`src/rtl/attr_fetch_pkg.sv`:
```
package attr_fetch_pkg;
  typedef enum logic [2:0] {
    ST_IDLE  = 3'd0,
    ST_IREQ  = 3'd1,
    ST_IWAIT = 3'd2,
    ST_EMIT  = 3'd3,
    ST_DONE  = 3'd4
  } fetch_state_t;

  localparam int IDX_DATA_W = 16;
endpackage

```
`src/rtl/attr_cfg_latch.sv`:
```
module attr_cfg_latch #(
  parameter int NUM_LDR = 12,
  parameter int ADDR_W  = 32,
  parameter int BCNT_W  = 8
) (
  input  logic                      clk,
  input  logic                      rst_n,
  input  logic                      load,
  input  logic [ADDR_W-4:0]         in_base_div8,
  input  logic [NUM_LDR-1:0]        in_mask,
  input  logic [NUM_LDR*ADDR_W-1:0] in_offset,
  input  logic [NUM_LDR*BCNT_W-1:0] in_bytes,
  input  logic [ADDR_W-1:0]         in_index_ctl,
  input  logic [ADDR_W-1:0]         in_count,
  output logic [ADDR_W-4:0]         q_base_div8,
  output logic [NUM_LDR-1:0]        q_mask,
  output logic [NUM_LDR*ADDR_W-1:0] q_offset,
  output logic [NUM_LDR*BCNT_W-1:0] q_bytes,
  output logic [ADDR_W-2:0]         q_idx_off,
  output logic                      q_idx_wide,
  output logic [ADDR_W-1:0]         q_count
);
  always_ff @(posedge clk) begin
    if (!rst_n) begin
      q_base_div8 <= '0;
      q_mask      <= '0;
      q_offset    <= '0;
      q_bytes     <= '0;
      q_idx_off   <= '0;
      q_idx_wide  <= 1'b0;
      q_count     <= '0;
    end else if (load) begin
      q_base_div8 <= in_base_div8;
      q_mask      <= in_mask;
      q_offset    <= in_offset;
      q_bytes     <= in_bytes;
      q_idx_off   <= in_index_ctl[ADDR_W-2:0];
      q_idx_wide  <= in_index_ctl[ADDR_W-1];
      q_count     <= in_count;
    end
  end
endmodule

```
`src/rtl/attr_ldr_pick.sv`:
```
module attr_ldr_pick #(
  parameter int NUM_LDR = 12,
  parameter int LDR_W   = 4
) (
  input  logic [NUM_LDR-1:0] mask,
  input  logic [LDR_W-1:0]   cur,
  input  logic               from_start,
  output logic [LDR_W-1:0]   pick,
  output logic               found
);
  // Lowest enabled loader above cur (or lowest overall when from_start).
  always_comb begin
    pick  = '0;
    found = 1'b0;
    for (int i = NUM_LDR - 1; i >= 0; i--) begin
      if (mask[i] && (from_start || (LDR_W'(i) > cur))) begin
        pick  = LDR_W'(i);
        found = 1'b1;
      end
    end
  end
endmodule

```
`src/rtl/attr_addr_calc.sv`:
```
module attr_addr_calc #(
  parameter int ADDR_W = 32,
  parameter int BCNT_W = 8
) (
  input  logic [ADDR_W-4:0] base_div8,
  input  logic [ADDR_W-1:0] offset,
  input  logic [ADDR_W-1:0] vertex,
  input  logic [BCNT_W-1:0] bytes,
  output logic [ADDR_W-1:0] addr
);
  logic [ADDR_W-1:0] stride_term;

  always_comb begin
    stride_term = vertex * ADDR_W'(bytes);
    addr        = {base_div8, 3'b000} + offset + stride_term;
  end
endmodule

```
`src/rtl/attr_fetch_addr_gen.sv`:
```
module attr_fetch_addr_gen
  import attr_fetch_pkg::*;
#(
  parameter int NUM_LDR = 12,
  parameter int ADDR_W  = 32,
  parameter int BCNT_W  = 8,
  localparam int LDR_W  = $clog2(NUM_LDR)
) (
  input  logic                      clk,
  input  logic                      rst_n,
  input  logic                      start_plain,
  input  logic                      start_indexed,
  input  logic [ADDR_W-4:0]         cfg_base_div8,
  input  logic [NUM_LDR-1:0]        cfg_ldr_mask,
  input  logic [NUM_LDR*ADDR_W-1:0] cfg_ldr_offset,
  input  logic [NUM_LDR*BCNT_W-1:0] cfg_ldr_bytes,
  input  logic [ADDR_W-1:0]         cfg_index_ctl,
  input  logic [ADDR_W-1:0]         cfg_vtx_count,
  input  logic [ADDR_W-1:0]         cfg_vtx_first,
  output logic                      mem_req_valid,
  input  logic                      mem_req_ready,
  output logic [ADDR_W-1:0]         mem_req_addr,
  input  logic                      mem_rsp_valid,
  input  logic [IDX_DATA_W-1:0]     mem_rsp_data,
  output logic                      out_valid,
  input  logic                      out_ready,
  output logic [LDR_W-1:0]          out_loader,
  output logic [ADDR_W-1:0]         out_vertex,
  output logic [ADDR_W-1:0]         out_addr,
  output logic                      done
);
  fetch_state_t state;
  logic [ADDR_W-1:0] pos;
  logic [ADDR_W-1:0] vtx;
  logic [LDR_W-1:0]  ldr;
  logic              idx_mode;

  logic [ADDR_W-4:0]         lat_base;
  logic [NUM_LDR-1:0]        lat_mask;
  logic [NUM_LDR*ADDR_W-1:0] lat_off;
  logic [NUM_LDR*BCNT_W-1:0] lat_bytes;
  logic [ADDR_W-2:0]         lat_idx_off;
  logic                      lat_wide;
  logic [ADDR_W-1:0]         lat_count;

  logic load;
  logic empty_in;
  logic last_pos;
  assign load     = (state == ST_IDLE) && (start_plain || start_indexed);
  assign empty_in = (cfg_vtx_count == '0) || (cfg_ldr_mask == '0);
  assign last_pos = (pos == lat_count - ADDR_W'(1));

  attr_cfg_latch #(.NUM_LDR(NUM_LDR), .ADDR_W(ADDR_W), .BCNT_W(BCNT_W)) i_latch (
    .clk          (clk),
    .rst_n        (rst_n),
    .load         (load),
    .in_base_div8 (cfg_base_div8),
    .in_mask      (cfg_ldr_mask),
    .in_offset    (cfg_ldr_offset),
    .in_bytes     (cfg_ldr_bytes),
    .in_index_ctl (cfg_index_ctl),
    .in_count     (cfg_vtx_count),
    .q_base_div8  (lat_base),
    .q_mask       (lat_mask),
    .q_offset     (lat_off),
    .q_bytes      (lat_bytes),
    .q_idx_off    (lat_idx_off),
    .q_idx_wide   (lat_wide),
    .q_count      (lat_count)
  );

  // Loader selection: first enabled loader and the one after the current.
  logic [NUM_LDR-1:0] first_mask;
  logic [LDR_W-1:0]   first_ldr;
  logic               first_found;
  logic [LDR_W-1:0]   next_ldr;
  logic               next_found;
  assign first_mask = (state == ST_IDLE) ? cfg_ldr_mask : lat_mask;

  attr_ldr_pick #(.NUM_LDR(NUM_LDR), .LDR_W(LDR_W)) i_pick_first (
    .mask       (first_mask),
    .cur        ('0),
    .from_start (1'b1),
    .pick       (first_ldr),
    .found      (first_found)
  );

  attr_ldr_pick #(.NUM_LDR(NUM_LDR), .LDR_W(LDR_W)) i_pick_next (
    .mask       (lat_mask),
    .cur        (ldr),
    .from_start (1'b0),
    .pick       (next_ldr),
    .found      (next_found)
  );

  // Per-loader parameter selection.
  logic [ADDR_W-1:0] sel_off;
  logic [BCNT_W-1:0] sel_bytes;
  always_comb begin
    sel_off   = '0;
    sel_bytes = '0;
    for (int i = 0; i < NUM_LDR; i++) begin
      if (LDR_W'(i) == ldr) begin
        sel_off   = lat_off[i*ADDR_W +: ADDR_W];
        sel_bytes = lat_bytes[i*BCNT_W +: BCNT_W];
      end
    end
  end

  attr_addr_calc #(.ADDR_W(ADDR_W), .BCNT_W(BCNT_W)) i_calc (
    .base_div8 (lat_base),
    .offset    (sel_off),
    .vertex    (vtx),
    .bytes     (sel_bytes),
    .addr      (out_addr)
  );

  // Index read address.
  logic [ADDR_W-1:0] idx_step;
  assign idx_step     = lat_wide ? {pos[ADDR_W-2:0], 1'b0} : pos;
  assign mem_req_addr = {lat_base, 3'b000} + {1'b0, lat_idx_off} + idx_step;

  logic [ADDR_W-1:0] rsp_index;
  assign rsp_index = lat_wide ? ADDR_W'(mem_rsp_data) : ADDR_W'(mem_rsp_data[7:0]);

  always_ff @(posedge clk) begin
    if (!rst_n) begin
      state    <= ST_IDLE;
      pos      <= '0;
      vtx      <= '0;
      ldr      <= '0;
      idx_mode <= 1'b0;
    end else begin
      case (state)
        ST_IDLE: begin
          if (load) begin
            pos      <= '0;
            vtx      <= cfg_vtx_first;
            ldr      <= first_ldr;
            idx_mode <= start_indexed;
            if (empty_in || !first_found) state <= ST_DONE;
            else if (start_indexed)       state <= ST_IREQ;
            else                          state <= ST_EMIT;
          end
        end
        ST_IREQ: begin
          if (mem_req_ready) state <= ST_IWAIT;
        end
        ST_IWAIT: begin
          if (mem_rsp_valid) begin
            vtx   <= rsp_index;
            ldr   <= first_ldr;
            state <= ST_EMIT;
          end
        end
        ST_EMIT: begin
          if (out_ready) begin
            if (next_found) begin
              ldr <= next_ldr;
            end else if (last_pos) begin
              state <= ST_DONE;
            end else begin
              pos <= pos + ADDR_W'(1);
              ldr <= first_ldr;
              if (idx_mode) state <= ST_IREQ;
              else          vtx   <= vtx + ADDR_W'(1);
            end
          end
        end
        ST_DONE: state <= ST_IDLE;
        default: state <= ST_IDLE;
      endcase
    end
  end

  assign mem_req_valid = (state == ST_IREQ);
  assign out_valid     = (state == ST_EMIT);
  assign out_loader    = ldr;
  assign out_vertex    = vtx;
  assign done          = (state == ST_DONE);
endmodule

```
`config.mk`:
```
export PLATFORM = sky130hd
export DESIGN_NAME = attr_fetch_addr_gen
export DESIGN_NICKNAME = d
export VERILOG_FILES = /design/src/rtl/attr_fetch_pkg.sv /design/src/rtl/attr_cfg_latch.sv /design/src/rtl/attr_ldr_pick.sv /design/src/rtl/attr_addr_calc.sv /design/src/rtl/attr_fetch_addr_gen.sv
export SDC_FILE = /design/constraint.sdc
export NUM_CORES = 2
export LEC_CHECK = 0
export BUFFER_PORTS_ARGS = -buffer_cell sky130_fd_sc_hd__buf_4
export CAP_MARGIN = 10
export CORE_AREA = 3 3 288 290
export CTS_BUF_LIST = sky130_fd_sc_hd__clkbuf_8
export CTS_CLUSTER_DIAMETER = 200
export CTS_CLUSTER_SIZE = 8
export DETAILED_ROUTE_END_ITERATION = 6
export DIE_AREA = 0 0 291 293
export GPL_TIMING_DRIVEN = 0
export PLACE_DENSITY = 0.71
export SLEW_MARGIN = 20
export SYNTH_ARGS = -nofsm -noshare
export SYNTH_HDL_FRONTEND = slang
export SYNTH_SLANG_ARGS = --single-unit
```
`constraint.sdc`:
```
create_clock -name clk -period 20.9 [get_ports clk]
set_input_delay 1.045 -clock clk [delete_from_list [all_inputs] [get_ports clk]]
set_output_delay 1.045 -clock clk [all_outputs]
set_load 0.01 [all_outputs]
```
**Word level (Yosys, flattened, before mapping)**

Index checks and enable logic that the tools add are counted.

- $add $sub $neg: 7
- $mul: 1
- Div/mod/pow operators: 0
- $lt $le $gt $ge: 12
- Eq/ne operators: 25
- Shifts and indexed selects: 0
- Mux-type cells: 103
- Bitwise logic cells: 0
- Reduce and logical (&&, ||, !) cells: 28

Operators with widths:

| operator | number |
|---|---|
| $mux W32 | 23 |
| $mux W4 | 29 |
| $add A32 B32 Y32 | 3 |
| $mux W8 | 12 |
| $pmux W32 S3 | 1 |
| $add A32 B1 Y32 const B | 2 |
| $pmux W32 S2 | 1 |
| $add A32 B31 Y32 | 1 |
| $eq A32 B32 Y1 | 1 |
| $logic_not A32 Y1 | 1 |
| $mul A32 B8 Y32 | 1 |
| $sub A32 B1 Y32 const B | 1 |
| $mux W1 | 24 |
| $mux W3 | 8 |
| $eq A3 B4 Y1 const A | 4 |
| $eq A4 B4 Y1 const A | 4 |
| $gt A3 B4 Y1 const A | 4 |
| $gt A4 B4 Y1 const A | 4 |
| $mux W16 | 1 |
| $logic_and A1 B1 Y1 | 13 |
| $logic_not A12 Y1 | 1 |
| $mux W12 | 1 |
| $pmux W3 S4 | 1 |
| $pmux W4 S3 | 1 |
| other kinds (22) | 34 |

- Flip-flop bits (word level): 657
- Bits in latches: 0
- RAM bits: 0
- Memory bits (read-only): 0
- Input port bits: 640
- Output and inout port bits: 103
- Logic and storage cells: 188
- Memories: 0

**Logic depth before layout (Yosys ltp)**

- Depth in word-level cells: 19
- Mapped depth: 31
- Mapped depth without buffers: 28

**Hierarchy**

A second synthesis with hierarchy kept.

- Cell total of the unflattened synthesis: 4455
- Area total of the unflattened synthesis: 42587.1 sq um

Modules (own cells, without submodules):

| module | instances | cells an instance | area an instance (sq um) | seq. area each (sq um) |
|---|---|---|---|---|
| attr_cfg_latch | 1 | 1885 | 22455.3 | 11711.2 |
| attr_fetch_addr_gen | 1 | 1528 | 11212.0 | 1441.4 |
| attr_addr_calc | 1 | 908 | 8069.0 | 0.0 |
| attr_ldr_pick | 2 | 67 | 425.4 | 0.0 |

**Least setup slack after synthesis**

Ideal clock, no wire load.

- Kind: register -> output
- From: register ldr[0], in the netlist out_loader[0]
- To: output out_addr[31]
- Arrival: 7.790 ns
- Required time: 19.855 ns
- Setup slack: 12.065 ns
- Cell stages (with the launch flop): 29
- Cells stage by stage: dfxtp_1 > clkbuf_1 > buf_1 > buf_1 > clkbuf_1 > mux2i_1 > o21ai_0 > a221o_1 > nor2_1 > clkbuf_1 > nor2b_1 > fa_1 > fa_1 > fa_1 > fa_1 > inv_1 > fa_1 > inv_1 > ha_1 > a21o_1 > a21o_1 > and2_1 > a31oi_1 > a21oi_1 > o41ai_1 > o21ai_0 > a211oi_1 > a21oi_1 > xnor2_1

- Word-level cells in the longest chain between the ends: 15
- Elaborated cells on any way between the ends: 39
- Classes of those cells: add/sub: 2; mul: 1; eq/ne: 11; mux: 24; reduce/logical: 1

Ends and longest elaborated chain:

| element | RTL line | RTL |
|---|---|---|
| start: declaration | attr_fetch_addr_gen.sv:35 | `logic [LDR_W-1:0] ldr;` |
| start signal: assignment | attr_fetch_addr_gen.sv:139 | `ldr <= first_ldr;` |
| start signal: assignment | attr_fetch_addr_gen.sv:152 | `ldr <= first_ldr;` |
| start signal: assignment | attr_fetch_addr_gen.sv:159 | `ldr <= next_ldr;` |
| $logic_not A4 Y1 | attr_fetch_addr_gen.sv:103 | `if (LDR_W'(i) == ldr) begin` |
| $mux W8 / $mux W32 (equally long branches) (12 in series) | attr_fetch_addr_gen.sv:103 |  |
| $mul A32 B8 Y32 / $add A32 B32 Y32 (equally long branches) | attr_addr_calc.sv:14, attr_addr_calc.sv:15 |  |
| $add A32 B32 Y32 * | attr_addr_calc.sv:15 | `addr = {base_div8, 3'b000} + offset + stride_term;` |
| end: declaration | attr_fetch_addr_gen.sv:29 | `output logic [ADDR_W-1:0] out_addr,` |

Every way passes the cells marked *; elsewhere a longest branch is shown, timed or not.

**Final worst setup path**

- From: register ldr[0], in the netlist out_loader[0]
- To: output out_addr[30]

Same word-level chain as after synthesis.

==> summary.md <==
| Metric | Value |
|---|---|
| Most frequent CP cell | `fa_1` |
| Final period util | `62.2%` |
| Max-slew violation count | `0` |
| # fillers | `slightly below 8000` |
| Worst hold slack | `0.452 ns` |
| # resized after CTS | `0` |
| Max-Slew Margin vs Limit | `between 10% and 20%` |
| Post-CTS Setup Inserts | `0` |
| Final std cells w/o fill | `6909` |
| Reg power frac | `28.1%` |
| I/O Buffers | `approximately 740` |
| Final Critical Period | `around 13 ns` |
| Sequential fraction of the synthesis area | `about a third` |
| Most common cell after layout, fill and taps aside | `nand2_1` |
| Critical Path RT | `19.85 ns` |
| Initial antenna violation count | `36` |
| Vias per inst | `between 5 and 6` |
| Core ar. | `about 80000 sq um` |
| Status | `finished with violations` |
| Die Ht | `293 um` |
| Hold_sp | `i_latch.q_bytes[39]$_SDFFE_PN0P_` |
| Synth warnings | `0` |
| Cts hold-fix bufs | `0` |
| Crit-path slowest cell | `o41ai_1` |
| TritonCTS clock tree | `done` |
| Critical Path Max Stage Delay | `a little under 0.9 ns` |
| Routed wire length | `between 150000 and 200000 um` |
| Root Driver | `clkbuf_8` |
| RSZ-0062 raised after global routing | `false` |
| Die area | `roughly 85000 sq um` |
| Flops & latches, synth | `approximately 660` |
| Synth Net Count | `between 5000 and 6000` |
| Final number of setup-violating endpoints | `0` |
| Pwr per Cell Area | `between 100 and 150 nW/um^2` |
| Syn-to-layout area delta | `21.5%` |
| Max-Cap Viols | `0` |
| Internal power | `roughly 0.003 W` |
| 1st-pass router iterations | `7` |
| P_leak | `about 19 nW` |
| Clock Path Buffers | `3` |
| Worst Setup Slack, final | `7.90 ns` |
| Predominant post-synthesis flop cell | `dfxtp_1` |
| Cell Rows | `approximately 100` |
| Max VDD drop | `roughly 0.094 mV` |
| Syn Std Cell Area | `approximately 39000 sq um` |
| Vias in the first global route | `~40000` |
| Cts bufs inserted | `just over 90` |
| Violated checks | `DRC` |
| Switching share of power | `around 47%` |
| Pre-CTS setup slack | `approximately 9.0 ns` |
| Critical path arrival | `about 12 ns` |
| Syn Inst Count | `~5000` |
| DRC Markers | `2` |
| I/O Pins | `~740` |
| GRT overflow | `0` |
| RD Place Congestion | `between 1 and 1.5` |
| Clock Power Share | `between 10% and 20%` |
| Max FO, Critical Path | `10` |
| Ys async rst share | `0%` |
| Fraction of layout cells with a size suffix above 1 | `16.0%` |
| Setup_tns | `0 ns` |
| Most frequent cells in the layout | `nand2_1 (1354), buf_4 (749), a21oi_1 (725)` |
| Final hold violations | `0` |
| Critical path type | `flip-flop to primary output` |
| Placed cell count | `roughly 6800` |
| DR vias | `40700` |
| Number of synthesized flops with an enable pin | `0` |
| CTS sink count | `657` |
| Drt initial violations | `between 4000 and 5000` |
| Pin count of the biggest net entering global routing | `15` |
| Crit start category | `flip-flop` |
| Avg Inst Size Synth | `7.88 sq um` |
| Slew @ Worst Pin | `1.25 ns` |
| Reg-to-reg critical path startpoint | `out_loader[0]$_SDFFE_PN0P_` |
| Crit path launch | `out_loader[0]$_SDFFE_PN0P_` |
| Combinational power share | `56.1%` |
| Post-synthesis cell type count | `91` |
| Die Wd | `291 um` |
| Worst-Skew Late Latency | `roughly 0.74 ns` |
| Reg clk slew, reported paths | `0.07 ns` |
| Max Freq | `0.0769 GHz` |
| GRT Overall Usage | `between 30 and 40%` |
| H-tree level count | `3` |
| Antenna Nets Post-Route | `0` |
| P_sw | `about 0.0027 W` |
| Initial Utilization | `between 40% and 50%` |
| Critical Path Sink Type | `primary output` |
| Nets | `6782` |
| Pwr Total | `0.00575 W` |
| Hpwl dp | `roughly 140000 um` |
| Clk_skew | `between 0.04 and 0.05 ns` |
| Worst Hold Class | `flip-flop to flip-flop` |
| First-pass GRT wire length | `252000 um` |
| Post-DR wirelength/cell | `between 20 and 30 um` |
==> cell type report <==
type / instances / area [sq um] / area share [%]
Buffer: 356 / 1370 / 2.88
Multi-Input combinational cell: 3718 / 23800 / 50.0
Inverter: 249 / 935 / 1.96
Clock buffer: 93 / 1280 / 2.69
Clock inverter: 7 / 87.6 / 0.184
Sequential cell: 657 / 13200 / 27.6
Tap cell: 1060 / 1330 / 2.78
Timing Repair Buffer: 749 / 5620 / 11.8
Antenna cell: 20 / 50.0 / 0.105
==> path summary, 6_finish.rpt <==
path              slack (ns)                          endpoint  cells after the start
setup / recovery        7.90                      out_addr[30]                     32
hold / removal          0.45  i_latch.q_bytes[39]$_SDFFE_PN0P_                      2
setup reg to reg       15.30              pos[25]$_SDFFE_PN0P_                     14
hold reg to reg         0.45  i_latch.q_bytes[39]$_SDFFE_PN0P_                      2
==> cells by family (layout without fill, tap and decap cells) <==
group	Yosys count	count (layout)	share of synthesized area (%)
DFF	657	657	33.5
other	0	20	0
muxes	58	58	1.58
buffers and inverters	605	1454	5.88
adders and majority gates	319	319	14.8
and+or+nand+nor	1965	1965	21.9
xor gates and xnor gates	108	108	2.45
AOI/OAI and AO/OA	1268	1268	19.8
==> synth_stat cells (15+ instances only) <==
master    instances  area [sq um]
a221oi_1         60           526
nand3_1          65           325
a21oi_1         727          3640
and4_1           20           175
nor4_1           24           150
a211oi_1         47           353
nand2b_1         29           181
nand2_1        1354          5080
xnor2_1          76           666
xor2_1           31           272
a21o_1           25           188
a22oi_1          77           578
nand4_1          30           188
a22o_1           43           377
nor2b_1         104           651
clkbuf_1        330          1240
inv_1           247           927
mux2_2           31           349
mux2i_1          27           270
and2_1           60           375
o211ai_1         19           143
o21ai_0         102           510
dfxtp_1         657         13200
or4_1            18           135
nor2_1          132           495
a31oi_1          25           156
or3_1            24           150
o31ai_1          23           173
fa_1            243          4860
ha_1             76           951
and3_1           16           100
nor3_1           51           255
buf_1            15          56.3
==> critical path: cells and delay by family (launching register included) <==
family	cells	cell delay [ns]
buffers and inverters	11	3.50
adder cells (fa/ha/maj)	6	2.73
XOR/XNOR	1	0.43
AND/OR/NAND/NOR	3	0.45
flip-flops	1	0.41
AO/OA/AOI/OAI	11	3.68
==> power by group through the flow <==
| stage | Sequential [W] | Clock (W) | Combinational (W) |
|---|---|---|---|
| 4_1_cts | 0.00161 | 0.000902 | 0.00319 |
| 3_3_place_gp | 0.00163 | 0 | 0.00313 |
| 3_5_place_dp | 0.00164 | 0 | 0.00317 |
| 5_1_grt | 0.00163 | 0.000952 | 0.00350 |
| 6_report | 0.00162 | 0.000905 | 0.00322 |
| 2_1_floorplan | 0.00159 | 0 | 0.00190 |
==> metal layers <==
metal	wire [um]	global-route usage, %	vias to the layer above
met5	125	0	-
met1	64800	48.8	19400
met2	79800	63.5	2270
li1	-	-	18500
met3	18100	8.79	479
met4	12000	23.7	20
==> state kept, by name, indices dropped and copies added, names as in the netlist <==
name	flops
i_latch.q_offset	384
pos	32
i_latch.q_bytes	96
i_latch.q_idx_off	31
out_loader	4
state	3
i_latch.q_mask	12
i_latch.q_base_div8	29
i_latch.q_count	32
out_vertex	32
idx_mode	1
i_latch.q_idx_wide	1
==> metrics by stage <==
stage	instance area [sq um]	utilization (%)
4_1_cts	47600	59.1
3_5_place_dp	46200	57.4
6_report	47600	59.2
2_1_floorplan	39200	-
5_1_grt	47600	59.1
3_3_place_gp	46100	57.3
Note: power is estimated with default switching activity, not from simulation.
